--- src/rtl/simd_fp_pkg.sv ---
// Package: shared field positions and fault encoding of the SIMD FP
// status and trap controller. Assumes the fixed word layout of the brief.
package simd_fp_pkg;

    localparam int FLAG_N   = 6;   // number of exception flags
    localparam int MASK_OFS = 7;   // distance from a flag to its mask
    localparam int MM_BIT   = 17;  // misaligned-mode control bit
    localparam int CSR_W    = 32;

    // Bits that hold state; all others read as zero.
    localparam logic [CSR_W-1:0] CSR_DEFINED = 32'h0002_FFFF;

    // One-hot fault code; FLT_NONE means the instruction completes.
    typedef enum logic [4:0] {
        FLT_NONE = 5'b00000,
        FLT_UD   = 5'b00001,
        FLT_NM   = 5'b00010,
        FLT_GP   = 5'b00100,
        FLT_AC   = 5'b01000,
        FLT_XF   = 5'b10000
    } fault_e;

endpackage

--- src/rtl/unmask_detect.sv ---
// Module: finds report flags whose mask bit is clear.
// Assumes flags and masks are given in the same bit order.
module unmask_detect #(
    parameter int N = 6
) (
    input  logic [N-1:0] flags,
    input  logic [N-1:0] masks,
    output logic         any_unmasked
);

    logic [N-1:0] hit;

    // One detector per flag position.
    for (genvar i = 0; i < N; i++) begin : g_bit
        assign hit[i] = flags[i] & ~masks[i];
    end

    // Reduce the per-flag hits to one request.
    assign any_unmasked = |hit;

endmodule

--- src/rtl/fault_arbiter.sv ---
// Module: selects the single fault for an instruction report in fixed
// priority and registers it for one cycle. Also tells the register
// whether the report reached execution, so that its flags may be recorded.
// Assumes one report per cycle at most; all inputs synchronous to clk.
module fault_arbiter
    import simd_fp_pkg::*;
(
    input  logic   clk,
    input  logic   rst_n,
    input  logic   req,
    input  logic   feature_present,
    input  logic   emulate_bit,
    input  logic   os_save_support,
    input  logic   task_switched,
    input  logic   misaligned,
    input  logic   align_chk_en,
    input  logic   mm_mode,
    input  logic   unmasked,
    input  logic   os_simd_exc_en,
    output logic   accept,
    output fault_e fault_q
);

    logic   cfg_bad;
    logic   gp_hit;
    logic   ac_hit;
    fault_e fault_d;

    assign cfg_bad = ~feature_present | emulate_bit | ~os_save_support;
    assign gp_hit  = misaligned & ~mm_mode;
    assign ac_hit  = misaligned & mm_mode & align_chk_en;

    // Priority chain: configuration, task switch, GP, AC, SIMD exception.
    always_comb begin
        fault_d = FLT_NONE;
        if (req) begin
            if (cfg_bad)            fault_d = FLT_UD;
            else if (task_switched) fault_d = FLT_NM;
            else if (gp_hit)        fault_d = FLT_GP;
            else if (ac_hit)        fault_d = FLT_AC;
            else if (unmasked)      fault_d = os_simd_exc_en ? FLT_XF : FLT_UD;
        end
    end

    // A report reaches execution when nothing stops it before execution.
    assign accept = req & ~cfg_bad & ~task_switched & ~gp_hit & ~ac_hit;

    // Register the selected fault for one cycle.
    always_ff @(posedge clk) begin
        if (!rst_n) fault_q <= FLT_NONE;
        else        fault_q <= fault_d;
    end

    AST_FAULT_ONEHOT: assert property (@(posedge clk) disable iff (!rst_n)
        $onehot0(fault_q));
    AST_IDLE_NO_FAULT: assert property (@(posedge clk) disable iff (!rst_n)
        !req |=> fault_q == FLT_NONE);
    AST_TS_GIVES_NM: assert property (@(posedge clk) disable iff (!rst_n)
        req && feature_present && !emulate_bit && os_save_support && task_switched
        |=> fault_q == FLT_NM);
    AST_CFG_GIVES_UD: assert property (@(posedge clk) disable iff (!rst_n)
        req && (!feature_present || emulate_bit || !os_save_support)
        |=> fault_q == FLT_UD);

endmodule

--- src/rtl/sfcsr_reg.sv ---
// Module: the control/status word. A write replaces the defined bits;
// an accepted report ORs its flags into the sticky flag field.
// Assumes the write takes precedence over a same-cycle report.
module sfcsr_reg
    import simd_fp_pkg::*;
#(
    parameter logic [CSR_W-1:0] RESET_VAL = 32'h0000_1F80
) (
    input  logic              clk,
    input  logic              rst_n,
    input  logic              wr_en,
    input  logic [CSR_W-1:0]  wr_data,
    input  logic              acc_en,
    input  logic [FLAG_N-1:0] acc_flags,
    output logic [CSR_W-1:0]  csr_q
);

    logic [CSR_W-1:0] flag_merge;

    assign flag_merge = {{(CSR_W-FLAG_N){1'b0}}, acc_flags};

    // Hold the word: reset, software write, or sticky flag accumulation.
    always_ff @(posedge clk) begin
        if (!rst_n)      csr_q <= RESET_VAL & CSR_DEFINED;
        else if (wr_en)  csr_q <= wr_data & CSR_DEFINED;
        else if (acc_en) csr_q <= csr_q | flag_merge;
    end

    AST_RSVD_ZERO: assert property (@(posedge clk) disable iff (!rst_n)
        (csr_q & ~CSR_DEFINED) == '0);
    AST_WRITE_TAKES: assert property (@(posedge clk) disable iff (!rst_n)
        wr_en |=> csr_q == ($past(wr_data) & CSR_DEFINED));
    AST_FLAGS_STICKY: assert property (@(posedge clk) disable iff (!rst_n)
        !wr_en |=> (csr_q[FLAG_N-1:0] & $past(csr_q[FLAG_N-1:0])) == $past(csr_q[FLAG_N-1:0]));
    AST_CTRL_STABLE: assert property (@(posedge clk) disable iff (!rst_n)
        !wr_en |=> $stable(csr_q[CSR_W-1:FLAG_N]));

endmodule

--- src/rtl/simd_fp_trap_ctrl.sv ---
// Module: top of the SIMD FP status and trap controller. Joins the
// status word, the unmasked-exception detector and the fault arbiter.
// Assumes one instruction report per cycle and a fault result one
// cycle later.
module simd_fp_trap_ctrl
    import simd_fp_pkg::*;
#(
    parameter logic [31:0] RESET_VAL = 32'h0000_1F80
) (
    input  logic        clk,
    input  logic        rst_n,
    input  logic        rep_valid,
    input  logic [5:0]  rep_flags,
    input  logic        rep_misaligned,
    input  logic        align_chk_en,
    input  logic        os_simd_exc_en,
    input  logic        emulate_bit,
    input  logic        task_switched,
    input  logic        os_save_support,
    input  logic        feature_present,
    input  logic        wr_en,
    input  logic [31:0] wr_data,
    output logic [31:0] csr_q,
    output logic [4:0]  fault_code
);

    logic   unmasked;
    logic   accept;
    fault_e fault_q;

    // Find report flags whose mask is clear in the current word.
    unmask_detect #(.N(FLAG_N)) u_unmask (
        .flags        (rep_flags),
        .masks        (csr_q[MASK_OFS +: FLAG_N]),
        .any_unmasked (unmasked)
    );

    // Choose the fault and whether the report reaches execution.
    fault_arbiter u_arb (
        .clk             (clk),
        .rst_n           (rst_n),
        .req             (rep_valid),
        .feature_present (feature_present),
        .emulate_bit     (emulate_bit),
        .os_save_support (os_save_support),
        .task_switched   (task_switched),
        .misaligned      (rep_misaligned),
        .align_chk_en    (align_chk_en),
        .mm_mode         (csr_q[MM_BIT]),
        .unmasked        (unmasked),
        .os_simd_exc_en  (os_simd_exc_en),
        .accept          (accept),
        .fault_q         (fault_q)
    );

    // Keep the word and its sticky flags.
    sfcsr_reg #(.RESET_VAL(RESET_VAL)) u_csr (
        .clk       (clk),
        .rst_n     (rst_n),
        .wr_en     (wr_en),
        .wr_data   (wr_data),
        .acc_en    (accept),
        .acc_flags (rep_flags),
        .csr_q     (csr_q)
    );

    assign fault_code = fault_q;

    AST_MISALIGN_GP: assert property (@(posedge clk) disable iff (!rst_n)
        rep_valid && rep_misaligned && !csr_q[MM_BIT] && feature_present &&
        !emulate_bit && os_save_support && !task_switched
        |=> fault_code == 5'b00100);
    AST_UNMASKED_XF: assert property (@(posedge clk) disable iff (!rst_n)
        rep_valid && ((rep_flags & ~csr_q[12:7]) != 6'd0) && !rep_misaligned &&
        feature_present && !emulate_bit && os_save_support && !task_switched && os_simd_exc_en
        |=> fault_code == 5'b10000);

endmodule

--- config.mk ---
export PLATFORM = sky130hd
export DESIGN_NAME = simd_fp_trap_ctrl
export DESIGN_NICKNAME = d
export VERILOG_FILES = /design/src/rtl/simd_fp_pkg.sv /design/src/rtl/unmask_detect.sv /design/src/rtl/fault_arbiter.sv /design/src/rtl/sfcsr_reg.sv /design/src/rtl/simd_fp_trap_ctrl.sv
export SDC_FILE = /design/constraint.sdc
export NUM_CORES = 1
export LEC_CHECK = 0
export BUFFER_PORTS_ARGS = -buffer_cell sky130_fd_sc_hd__buf_2
export CORE_ASPECT_RATIO = 0.7
export CORE_MARGIN = 5
export CORE_UTILIZATION = 37
export CTS_BUF_LIST = sky130_fd_sc_hd__clkbuf_16
export DETAILED_ROUTE_END_ITERATION = 7
export PLACE_DENSITY = 0.79
export SETUP_SLACK_MARGIN = 0.4
export SYNTH_ARGS = -nofsm -noshare
export SYNTH_HDL_FRONTEND = slang
export SYNTH_SLANG_ARGS = --single-unit
--- constraint.sdc ---
create_clock -name clk -period 1.4 [get_ports clk]
set_input_delay 0.35 -clock clk [delete_from_list [all_inputs] [get_ports clk]]
set_output_delay 0.35 -clock clk [all_outputs]
set_load 0.005 [all_outputs]
==> results of run 1 <==
-- cells in the mapped netlist --
cell,number
sky130_fd_sc_hd__buf_4,17
sky130_fd_sc_hd__nor3_1,3
sky130_fd_sc_hd__nor2_1,7
sky130_fd_sc_hd__inv_1,7
sky130_fd_sc_hd__o22ai_1,4
sky130_fd_sc_hd__a211oi_4,1
sky130_fd_sc_hd__nand3b_1,1
sky130_fd_sc_hd__nand2b_2,1
sky130_fd_sc_hd__nand2_1,8
sky130_fd_sc_hd__mux2i_1,11
sky130_fd_sc_hd__nand3_1,1
sky130_fd_sc_hd__nor2b_1,5
sky130_fd_sc_hd__conb_1,1
sky130_fd_sc_hd__buf_2,2
sky130_fd_sc_hd__clkbuf_1,1
sky130_fd_sc_hd__a2111o_1,1
sky130_fd_sc_hd__o21ai_0,6
sky130_fd_sc_hd__and4_1,1
sky130_fd_sc_hd__nand4b_4,1
sky130_fd_sc_hd__and3b_1,1
sky130_fd_sc_hd__dfxtp_1,22
sky130_fd_sc_hd__a211oi_1,6
-- power by group through the flow --
| stage | sequential, mW | combinational (mW) | clock, mW |
|---|---|---|---|
| finish | 0.688 | 0.253 | 0.781 |
| global route | 0.691 | 0.281 | 0.820 |
| CTS | 0.684 | 0.224 | 0.803 |
| detailed placement | 0.692 | 0.213 | 0 |
| global placement | 0.691 | 0.204 | 0 |
| floorplan | 0.696 | 0.131 | 0 |
-- critical path: cells and delay by family (launching register included) --
| kind | cells | cell delay, ps |
|---|---|---|
| flip-flops | 1 | 340 |
| buffers and inverters | 2 | 210 |
-- sequential cells by signal (all words and copies together), names as in the netlist --
name / cells
u_arb.fault_q: 5
u_csr.csr_q: 17
-- area by class of cell --
| class | count | area [um^2] |
|---|---|---|
| Fill cell | 215 | 1001 |
| Clock inverter | 1 | 30.03 |
| Inverter | 7 | 26.28 |
| Sequential cell | 22 | 462.9 |
| Multi-Input combinational cell | 73 | 496.7 |
| Clock buffer | 3 | 75.07 |
| Timing Repair Buffer | 65 | 417.9 |
| Tap cell | 34 | 42.54 |
-- cell families (layout without fill, tap and decap cells) --
logic type | Yosys count | in the layout | share of synthesized area [%]
multiplexers | 11 | 11 | 10.81
buffers and inverters | 27 | 76 | 16.46
AO/OA/AOI/OAI | 18 | 18 | 12.90
other | 1 | 15 | 0.3682
AND/OR/NAND/NOR | 29 | 29 | 16.22
flip-flops | 22 | 22 | 43.24
-- routing by layer --
metal  up-vias  track usage, %
met5         -               0
met4         0           6.748
met3         2           4.478
met2        44           25.75
met1       442           14.81
li1        461               -
-- per-stage QoR --
step                hold WS, ps  utilization, %  cell area (um^2)  cells
finish                    318.4           60.78              1551    205
detailed placement        476.7           50.25              1282    195
global placement          461.7           50.25              1282    195
CTS                       314.0           56.62              1445    201
global route              325.5           60.78              1551    205
floorplan                 470.8               -              1086    122
-- how the worst max path moves through the flow --
stage                            startpoint                     endpoint  slack, ps
6_report       u_csr.csr_q[17]$_SDFFE_PN0P_                    csr_q[17]        250
5_1_grt        u_csr.csr_q[17]$_SDFFE_PN0P_                    csr_q[17]        230
4_1_cts        u_csr.csr_q[17]$_SDFFE_PN0P_                    csr_q[17]        240
3_5_place_dp                    emulate_bit  u_csr.csr_q[2]$_SDFFE_PN0P_         60
3_3_place_gp                    emulate_bit  u_csr.csr_q[3]$_SDFFE_PN0P_        100
2_1_floorplan                   emulate_bit  u_csr.csr_q[0]$_SDFFE_PN0P_        330
-- what timing repair did --
item                       4_1_cts  5_1_grt
pin swaps                        1        7
setup endpoints to repair       30       30
resized for setup               19       17
hold endpoints to repair         0        0
buffers inserted                 2        4
cloned                           0        0
==> tab_implementation.tex, run 1 <==
\begin{tabular}{lr}
\hline
Metric & Value \\
\hline
\multicolumn{2}{l}{\textbf{Yosys}} \\
Syn\_area\_per\_cell & 9.430 um\^{}2 \\
Share of the synthesized area in the top cell type & 43.24\% \\
Count of cell types in the netlist & 22 \\
Cell type with the highest aggregate area in the netlist & sky130\_fd\_sc\_hd\_\_dfxtp\_1 \\
Post-Synthesis Cells & 108 \\
Biggest area contributors in the synthesized netlist & sky130\_fd\_sc\_hd\_\_dfxtp\_1 (43\%), sky130\_fd\_sc\_hd\_\_buf\_4 (13\%), sky130\_fd\_sc\_hd\_\_mux2i\_1 (11\%), sky130\_fd\_sc\_hd\_\_a211oi\_1 (4.4\%), sky130\_fd\_sc\_hd\_\_nor2b\_1 (3.1\%) \\
Seq cells post-synth & 22 \\
Sequential share of the synthesized area & 43.24\% \\
Warnings from Yosys & 0 \\
Post-synthesis instance area & 0.001018 mm\^{}2 \\
\multicolumn{2}{l}{\textbf{Worst hold path}} \\
Hold crit path type & in2reg \\
End point of the worst hold path & u\_csr.csr\_q[8]\$\_SDFFE\_PN1P\_ \\
Startpoint of the most critical hold path & wr\_data[8] \\
Worst Hold Depth & 3 \\
\multicolumn{2}{l}{\textbf{Clock tree}} \\
TritonCTS Sinks & 22 \\
Latest clock arrival within the worst-skew pair & 250 ps \\
Clock slew at reported path FFs & 60 ps \\
CTS tree & done \\
Hold-fix buffers at CTS & 0 \\
Clock Tree Root & sky130\_fd\_sc\_hd\_\_clkbuf\_16 \\
Clock H-tree levels & 1 \\
Deepest clock path buffer count & 2 \\
CTS Buf Count & 3 \\
\multicolumn{2}{l}{\textbf{Detailed routing}} \\
Uppermost layer routed & met4 \\
Detailed-route wire length per cell & 13.44 um \\
Post-detailed-route count of antenna-violating nets & 0 \\
Met3 wire len & 286 um \\
Total DRC errors in the routed layout & 0 \\
Routed met1 length & 1.059 mm \\
Routed wire length on met2 & 1.381 mm \\
Average vias per placed instance & 4.629 \\
1st-pass router iterations & 4 \\
Detailed-route wire length & 2.755 mm \\
Initial DRC Count & 27 \\
Total number of vias & 949 \\
\multicolumn{2}{l}{\textbf{Placed design}} \\
DP Wirelength & 2.229 mm \\
Worst slack after detailed placement & 64.32 ps \\
Number of buffer cells added on primary ports & 55 \\
RD Place Congestion & 0.8215 \\
\multicolumn{2}{l}{\textbf{Power and ir drop}} \\
Ratio of total power to cell area & 1110 mW/mm\^{}2 \\
Combinational cell fraction of total power & 14.7\% \\
Fraction of power consumed by the clock network & 45.4\% \\
Pwr Total & 1.723 mW \\
Portion of total power attributed to sequential cells & 39.9\% \\
Worst supply voltage drop on vdd & 470.8 uV \\
Sw Share & 20.46\% \\
Leakage & 0.7755 nW \\
Int Pwr & 1.370 mW \\
NetSw & 0.3524 mW \\
\multicolumn{2}{l}{\textbf{Cells and area}} \\
Layout Area Growth over Synthesis & 52.33\% \\
Most used cells in the layout excluding fill and tap cells & sky130\_fd\_sc\_hd\_\_buf\_2 (46), sky130\_fd\_sc\_hd\_\_dfxtp\_2 (18), sky130\_fd\_sc\_hd\_\_conb\_1 (15) \\
Most frequent standard cell in the layout excluding fill and tap cells & sky130\_fd\_sc\_hd\_\_buf\_2 \\
Net count, final & 221 \\
Layout cells sized above 1 & 56.14\% \\
Inserted Diodes & 0 \\
\multicolumn{2}{l}{\textbf{Floorplanning}} \\
Die height & 53.90 um \\
Die area & 0.003919 mm\^{}2 \\
Number of top-level pins & 86 \\
Core ar. & 0.002552 mm\^{}2 \\
DIE WIDTH & 72.71 um \\
Initial Util & 39.90\% \\
Row Count & 15 \\
\multicolumn{2}{l}{\textbf{Worst setup path}} \\
Setup crit end kind & primary output \\
Kind of launch point of the worst setup path & flop \\
Required time worst endpoint & 1050 ps \\
Highest cell delay on the worst timing path & 340 ps \\
Worst-path fanout max & 2 \\
Cell repeated most along the worst path & sky130\_fd\_sc\_hd\_\_buf\_6 \\
Worst reg-to-reg setup slack & 360 ps \\
Reg2reg path depth & 5 \\
Critical path, cell by cell & buf\_6 -> buf\_6 \\
Critical R2R Launch & u\_csr.csr\_q[17]\$\_SDFFE\_PN0P\_ \\
Cell with the largest stage delay on the worst path & sky130\_fd\_sc\_hd\_\_dfxtp\_2 \\
Reg-to-reg critical path endpoint & u\_arb.fault\_q[4]\$\_SDFF\_PP0\_ \\
Critical path class & reg2out \\
Arrival time of data at the critical path endpoint & 800 ps \\
\multicolumn{2}{l}{\textbf{GRT}} \\
Maximum number of pins on one net before global-route repair & 20 \\
Remaining Overflow, GRT & 0 \\
Total routing resource utilization after global routing & 14.04\% \\
Number of global-route vias before repair & 972 \\
Wire length of the first global-routing pass & 4.209 mm \\
Number of antenna violations at the first check in global routing & 0 \\
\multicolumn{2}{l}{\textbf{Outcome}} \\
Run status & complete, no violations \\
\multicolumn{2}{l}{\textbf{Timing}} \\
Total count of max-transition violations in the final report & 0 \\
Number of hold violations in the final report & 0 \\
Final worst slack & 245.8 ps \\
Final period demand of the worst path & 1154 ps \\
Portion of the clock cycle consumed by the worst path in the final layout & 82.44\% \\
Unrepaired setup endpoints after global routing & true \\
Peak clock frequency supported by timing & 866.4 MHz \\
Final count of negative-setup-slack endpoints & 0 \\
Post-Route Setup TNS & 0 ps \\
Worst-case clock skew & 2.536 ps \\
\multicolumn{2}{l}{\textbf{Job}} \\
Max-capacitance violation count & 0 \\
\hline
\end{tabular}
Note: power is estimated with default switching activity, not from simulation.
==> inputs of run 2 (changes only) <==
clock period = 1.1 ns   (was 1.4 ns; I/O delays follow)
==> run 2 against run 1 <==
  * Global-route usage rose by 0.70 points
  * Final cell count up 0.98%
  * Power is 17% higher
  * First-iteration DRC count down 33%
  * Sequential share of layout area down 1.3 points
  * Sequential power grew 28%
  * Combinational power increased by 47%
  * Clock power decreased by 2.6%
  * Die area unchanged
  * Via count decreased by 1.8%
  * Critical endpoint unchanged
  * Highest routed layer unchanged
==> tab_implementation.tex, run 2 (synthesis results as in run 1) <==
\begin{tabular}{lr}
\hline
Metric & Value \\
\hline
\multicolumn{2}{l}{\textbf{Floorplanning}} \\
Number of top-level pins & 86 (unchanged) \\
Core ar. & 0.002552 mm\^{}2 (unchanged) \\
Die area & 0.003919 mm\^{}2 (unchanged) \\
DIE WIDTH & 72.71 um (unchanged) \\
Initial Util & 39.90\% (unchanged) \\
Die height & 53.90 um (unchanged) \\
Row Count & 15 (unchanged) \\
\multicolumn{2}{l}{\textbf{Placed design}} \\
RD Place Congestion & 0.8287 (+0.88\%) \\
Number of buffer cells added on primary ports & 55 (unchanged) \\
DP Wirelength & 2.119 mm (-4.9\%) \\
\multicolumn{2}{l}{\textbf{Detailed routing}} \\
Post-detailed-route count of antenna-violating nets & 0 (unchanged) \\
Average vias per placed instance & 4.502 (-2.7\%) \\
Total number of vias & 932 (-1.8\%) \\
1st-pass router iterations & 4 (unchanged) \\
Detailed-route wire length per cell & 14.00 um (+4.2\%) \\
Initial DRC Count & 18 (-33\%) \\
Detailed-route wire length & 2.898 mm (+5.2\%) \\
Total DRC errors in the routed layout & 0 (unchanged) \\
\multicolumn{2}{l}{\textbf{GRT}} \\
Total routing resource utilization after global routing & 14.74\% (+0.70 points) \\
Wire length of the first global-routing pass & 4.353 mm (+3.4\%) \\
Number of antenna violations at the first check in global routing & 0 (unchanged) \\
Met1 Use GR & 16.54\% (+1.7 points) \\
M2 GR Usage & 26.80\% (+1.0 points) \\
Remaining Overflow, GRT & 0 (unchanged) \\
Met3 capacity usage during global routing & 3.731\% (-0.75 points) \\
Maximum number of pins on one net before global-route repair & 20 (unchanged) \\
Most Used Layer, Global Route & met2 \\
Number of global-route vias before repair & 970 (-0.21\%) \\
\multicolumn{2}{l}{\textbf{Worst setup path}} \\
Kind of launch point of the worst setup path & flop \\
Cell repeated most along the worst path & sky130\_fd\_sc\_hd\_\_buf\_6 \\
Arrival time of data at the critical path endpoint & 820 ps (+20 ps) \\
Critical path, cell by cell & buf\_6 -> buf\_6 \\
Critical R2R Launch & u\_csr.csr\_q[17]\$\_SDFFE\_PN0P\_ \\
Setup crit end kind & primary output \\
Critical path launch point & u\_csr.csr\_q[17]\$\_SDFFE\_PN0P\_ \\
Required time worst endpoint & 820 ps (-230 ps) \\
Reg2reg path depth & 5 (unchanged) \\
Highest cell delay on the worst timing path & 350 ps (about the same) \\
Reg-to-reg critical path endpoint & u\_csr.csr\_q[2]\$\_SDFFE\_PN0P\_ \\
Termination of the worst setup path & csr\_q[17] \\
Critical path class & reg2out \\
Worst-path fanout max & 2 (unchanged) \\
Worst reg-to-reg setup slack & 60 ps (-300 ps) \\
Cell with the largest stage delay on the worst path & sky130\_fd\_sc\_hd\_\_dfxtp\_4 \\
\multicolumn{2}{l}{\textbf{Job}} \\
Max-capacitance violation count & 0 (unchanged) \\
\multicolumn{2}{l}{\textbf{Cells and area}} \\
Flip-flop count of the largest register after layout & 17 (unchanged) \\
Net count, final & 223 (+0.90\%) \\
Inserted Diodes & 0 (unchanged) \\
\# fillers & 208 (-3.3\%) \\
Largest Register & u\_csr.csr\_q \\
Most used cells in the layout excluding fill and tap cells & sky130\_fd\_sc\_hd\_\_buf\_2 (42), sky130\_fd\_sc\_hd\_\_dfxtp\_2 (19), sky130\_fd\_sc\_hd\_\_buf\_6 (16) \\
Top Registers & u\_csr.csr\_q (17), u\_arb.fault\_q (5) \\
Most frequent standard cell in the layout excluding fill and tap cells & sky130\_fd\_sc\_hd\_\_buf\_2 \\
Layout cells sized above 1 & 60.69\% (+4.6 points) \\
Layout Area Growth over Synthesis & 61.06\% \\
\multicolumn{2}{l}{\textbf{Clock tree}} \\
Clock H-tree levels & 1 (unchanged) \\
CTS Buf Count & 3 (unchanged) \\
CTS tree & done \\
Deepest clock path buffer count & 2 (unchanged) \\
Hold-fix buffers at CTS & 0 (unchanged) \\
Clock slew at reported path FFs & 60 ps (about the same) \\
TritonCTS Sinks & 22 (unchanged) \\
Clock Tree Root & sky130\_fd\_sc\_hd\_\_clkbuf\_16 \\
Latest clock arrival within the worst-skew pair & 250 ps (about the same) \\
\multicolumn{2}{l}{\textbf{Outcome}} \\
Run status & complete, no violations \\
\multicolumn{2}{l}{\textbf{Timing}} \\
Final period demand of the worst path & 1095 ps \\
Total count of max-transition violations in the final report & 0 (unchanged) \\
Portion of the clock cycle consumed by the worst path in the final layout & 99.53\% \\
Final count of negative-setup-slack endpoints & 0 (unchanged) \\
Number of hold violations in the final report & 0 (unchanged) \\
Post-Route Setup TNS & 0 ps (unchanged) \\
Worst-case clock skew & 1.289 ps (-1.248 ps) \\
Unrepaired setup endpoints after global routing & true \\
Peak clock frequency supported by timing & 913.4 MHz \\
\multicolumn{2}{l}{\textbf{Power and ir drop}} \\
Ratio of total power to cell area & 1227 mW/mm\^{}2 (+10\%) \\
Leakage & 0.8127 nW (+4.8\%) \\
Pwr Total & 2.012 mW (+17\%) \\
Worst supply voltage drop on vdd & 538.0 uV (+14\%) \\
\multicolumn{2}{l}{\textbf{Worst hold path}} \\
Hold crit path type & in2reg \\
\hline
\end{tabular}
run 2: changes by cell type in the layout (fill, tap and decap cells not counted), sizes merged:
cell / before / now
bufbuf: 0 / 1
bufinv: 1 / 0
buf: 65 / 66
clkinv: 0 / 1
run 2: stage by stage:
step / std cells / cell area (um^2) / utilization [%] / hold slack (ps) / setup WS (ps)
detailed placement: 197 / 1301 / 50.98 / 467.8 / -88.42
finish: 207 / 1640 / 64.26 / 228.3 / 5.204
floorplan: 122 / 1122 / - / 395.2 / 107.1
global placement: 197 / 1301 / 50.98 / 456.5 / -63.85
CTS: 207 / 1545 / 60.54 / 226.1 / 0.1955
global route: 207 / 1640 / 64.26 / 241.1 / -21.97
run 2: per-layer routing:
layer  wire [um]  vias to the layer above
met3         247                        4
met5           0                        -
li1            -                      467
met1        1155                      421
met4          38                        0
met2        1456                       40
run 2: final cells by class:
type | instances | area (um^2) | area share, %
timing repair buffer | 67 | 495.5 | 30.21
tap | 34 | 42.54 | 2.593
sequential | 22 | 467.9 | 28.53
clock inverter | 1 | 3.754 | 0.2288
multi-input combinational | 73 | 529.3 | 32.27
inverter | 7 | 26.28 | 1.602
clock buffer | 3 | 75.07 | 4.577
run 2: worst min-delay path by stage:
stage / endpoint / depth (start not counted) / slack [ps] / from
4_1_cts: u_csr.csr_q[8]$_SDFFE_PN1P_ / 3 / 230 / wr_data[8]
6_report: u_csr.csr_q[8]$_SDFFE_PN1P_ / 3 / 230 / wr_data[8]
3_5_place_dp: u_csr.csr_q[3]$_SDFFE_PN0P_ / 2 / 470 / u_csr.csr_q[3]$_SDFFE_PN0P_
3_3_place_gp: u_csr.csr_q[3]$_SDFFE_PN0P_ / 2 / 460 / u_csr.csr_q[3]$_SDFFE_PN0P_
2_1_floorplan: u_csr.csr_q[10]$_SDFFE_PN1P_ / 2 / 400 / wr_data[10]
5_1_grt: u_csr.csr_q[9]$_SDFFE_PN1P_ / 3 / 240 / wr_data[9]
run 2: worst max-delay path: cells and delay by family, from the launching register on:
family	cells	cell delay, ps
buffers and inverters	2	210
flip-flops	1	350
run 2: report_power, final:
part           switching, mW  internal [mW]  total (mW)  leakage, nW
sequential            0.0320          0.848       0.880        0.185
combinational          0.157          0.215       0.372        0.590
clock                  0.276          0.485       0.761       0.0385
total                  0.465           1.55        2.01        0.813
run 2: timing repair:
action | CTS | global route
pin swaps | 1 | 1
buffers inserted | 5 | 0
resized for setup | 31 | 20
setup endpoints to repair | 36 | 37
gates cloned | 1 | 0
==> inputs of run 3 (changes only) <==
==> constraint.sdc (replaced) <==
create_clock -name clk -period 1.1 [get_ports clk]
set_input_delay 0.055 -clock clk [delete_from_list [all_inputs] [get_ports clk]]
set_output_delay 0.055 -clock clk [all_outputs]
set_load 0.005 [all_outputs]
==> run 3 against run 2 <==
  * Non-clock buffer count down 5
  * Clock-buffer cell count did not move
  * Fmax is 4.7% higher
  * Global-route usage is 0.96 points lower
  * Sequential power fell by 0.8%
  * Register-to-register slack hardly changed
  * Cell area shrank 9.1%
  * Clock power shrank 1%
  * Die area unchanged
  * Sequential cell count unchanged
==> tab_implementation.tex, run 3 (synthesis results as in run 1) <==
\begin{tabular}{lr}
\hline
Metric & Value \\
\hline
\multicolumn{2}{l}{\textbf{Outcome}} \\
Run status & complete, no violations \\
\multicolumn{2}{l}{\textbf{Worst setup path}} \\
Critical R2R Launch & u\_csr.csr\_q[17]\$\_SDFFE\_PN0P\_ \\
Worst reg-to-reg setup slack & 50 ps (about the same) \\
Critical path class & reg2reg \\
Setup crit end kind & flop \\
Reg2reg path depth & 5 (unchanged) \\
Worst-path fanout max & 7 (+5) \\
Termination of the worst setup path & u\_csr.csr\_q[4]\$\_SDFFE\_PN0P\_ \\
Reg-to-reg critical path endpoint & u\_csr.csr\_q[4]\$\_SDFFE\_PN0P\_ \\
Required time worst endpoint & 1240 ps (+420 ps) \\
Kind of launch point of the worst setup path & flop \\
Arrival time of data at the critical path endpoint & 1180 ps (+360 ps) \\
Critical path launch point & u\_csr.csr\_q[17]\$\_SDFFE\_PN0P\_ \\
\multicolumn{2}{l}{\textbf{Floorplanning}} \\
Die area & 0.003919 mm\^{}2 (unchanged) \\
Initial Util & 39.90\% (unchanged) \\
Number of top-level pins & 86 (unchanged) \\
Core ar. & 0.002552 mm\^{}2 (unchanged) \\
Row Count & 15 (unchanged) \\
DIE WIDTH & 72.71 um (unchanged) \\
Die height & 53.90 um (unchanged) \\
\multicolumn{2}{l}{\textbf{Timing}} \\
Unrepaired setup endpoints after global routing & true \\
Portion of the clock cycle consumed by the worst path in the final layout & 95.10\% (-4.4 points) \\
Final worst slack & 53.92 ps (+48.72 ps) \\
Post-Route Setup TNS & 0 ps (unchanged) \\
Total count of max-transition violations in the final report & 0 (unchanged) \\
Final period demand of the worst path & 1046 ps (-48.72 ps) \\
Number of hold violations in the final report & 0 (unchanged) \\
Peak clock frequency supported by timing & 956.0 MHz (+4.7\%) \\
Final count of negative-setup-slack endpoints & 0 (unchanged) \\
Worst-case clock skew & 1.233 ps (-0.05565 ps) \\
\multicolumn{2}{l}{\textbf{Power and ir drop}} \\
Pwr Total & 1.930 mW (-4.1\%) \\
Ratio of total power to cell area & 1294 mW/mm\^{}2 (+5.5\%) \\
Leakage & 0.7518 nW (-7.5\%) \\
Worst supply voltage drop on vdd & 733.1 uV (+36\%) \\
\multicolumn{2}{l}{\textbf{GRT}} \\
Remaining Overflow, GRT & 0 (unchanged) \\
Number of global-route vias before repair & 960 (-1.0\%) \\
Wire length of the first global-routing pass & 4.153 mm (-4.6\%) \\
Total routing resource utilization after global routing & 13.78\% (-0.96 points) \\
Number of antenna violations at the first check in global routing & 0 (unchanged) \\
Maximum number of pins on one net before global-route repair & 20 (unchanged) \\
\multicolumn{2}{l}{\textbf{Detailed routing}} \\
Detailed-route wire length & 2.820 mm (-2.7\%) \\
Total DRC errors in the routed layout & 0 (unchanged) \\
Detailed-route wire length per cell & 13.96 um (-0.28\%) \\
Post-detailed-route count of antenna-violating nets & 0 (unchanged) \\
Average vias per placed instance & 4.579 (+1.7\%) \\
Initial DRC Count & 14 (-4) \\
1st-pass router iterations & 4 (unchanged) \\
Total number of vias & 925 (-0.75\%) \\
\multicolumn{2}{l}{\textbf{Placed design}} \\
RD Place Congestion & 0.8599 (+3.8\%) \\
Worst slack after detailed placement & -72.80 ps (+15.62 ps) \\
DP Wirelength & 2.212 mm (+4.4\%) \\
Number of placed instances, taps included & 194 (-1.5\%) \\
Number of buffer cells added on primary ports & 55 (unchanged) \\
\multicolumn{2}{l}{\textbf{Clock tree}} \\
TritonCTS Sinks & 22 (unchanged) \\
CTS tree & done \\
Deepest clock path buffer count & 2 (unchanged) \\
Clock slew at reported path FFs & 60 ps (about the same) \\
Clock H-tree levels & 1 (unchanged) \\
CTS Buf Count & 3 (unchanged) \\
Clock Tree Root & sky130\_fd\_sc\_hd\_\_clkbuf\_16 \\
Latest clock arrival within the worst-skew pair & 250 ps (about the same) \\
\multicolumn{2}{l}{\textbf{Cells and area}} \\
Layout Cells excl Fill & 202 (-2.4\%) \\
Most frequent standard cell in the layout excluding fill and tap cells & sky130\_fd\_sc\_hd\_\_buf\_2 \\
Flip-flop count of the largest register after layout & 17 (unchanged) \\
Final core area utilization & 58.43\% (-5.8 points) \\
Net count, final & 218 (-2.2\%) \\
Top Registers & u\_csr.csr\_q (17), u\_arb.fault\_q (5) \\
Most used cells in the layout excluding fill and tap cells & sky130\_fd\_sc\_hd\_\_buf\_2 (48), sky130\_fd\_sc\_hd\_\_conb\_1 (15), sky130\_fd\_sc\_hd\_\_dfxtp\_2 (13) \\
Layout Area Growth over Synthesis & 46.44\% \\
Inserted Diodes & 0 (unchanged) \\
Largest Register & u\_csr.csr\_q \\
Layout cells sized above 1 & 52.38\% (-8.3 points) \\
\multicolumn{2}{l}{\textbf{Job}} \\
Max-capacitance violation count & 0 (unchanged) \\
\multicolumn{2}{l}{\textbf{Worst hold path}} \\
Hold crit path type & in2reg \\
\hline
\end{tabular}
## run 3: power by group
group          internal (mW)  switching, mW
clock network          0.484          0.270
logic                  0.159          0.144
registers              0.845         0.0287
## run 3: worst min path at each step
stage	from	endpoint	slack [ps]	cells after the start
after global routing	wr_data[10]	u_csr.csr_q[10]$_SDFFE_PN1P_	40	3
after global placement	wr_data[8]	u_csr.csr_q[8]$_SDFFE_PN1P_	270	3
after CTS	wr_data[10]	u_csr.csr_q[10]$_SDFFE_PN1P_	30	3
after detailed placement	wr_data[10]	u_csr.csr_q[10]$_SDFFE_PN1P_	280	3
final	wr_data[8]	u_csr.csr_q[8]$_SDFFE_PN1P_	20	3
after floorplan	align_chk_en	u_arb.fault_q[3]$_SDFF_PP0_	180	2
## run 3: critical path, cell delays in order, from the launching register on
cell and delay [ps]:
sky130_fd_sc_hd__dfxtp_4 350, sky130_fd_sc_hd__nand2b_4 80, sky130_fd_sc_hd__a211oi_4 60, sky130_fd_sc_hd__buf_12 140, sky130_fd_sc_hd__a211oi_1 240, sky130_fd_sc_hd__nor2_1 60
## run 3: per-layer routing
metal | wire (um) | track usage [%] | up-vias
met5 | 0 | 0 | -
met4 | 65 | 6.135 | 0
met3 | 296 | 3.918 | 6
met2 | 1345 | 24.25 | 51
met1 | 1113 | 15.75 | 412
li1 | - | - | 456
## run 3: area by class of cell
type | instances | area [um^2]
flip-flops and latches | 22 | 460.4
clock inverters | 1 | 3.754
well taps | 34 | 42.54
clock buffers | 3 | 75.07
fillers | 235 | 1061
inverters | 7 | 26.28
repair buffers | 62 | 387.9
multi-input cells | 73 | 495.5
## run 3: through the flow
stage	cell area, um^2	hold WS [ps]
2_1_floorplan	1090	180.3
3_3_place_gp	1279	271.8
3_5_place_dp	1279	282.7
4_1_cts	1444	26.72
5_1_grt	1491	39.82
6_report	1491	23.22
## run 3: timing repair
item	CTS	global route
resized for setup	15	12
buffers inserted	4	0
hold endpoints to repair	0	0
hold buffers	0	0
endpoints found under the setup margin	30	34
pin swaps	3	3
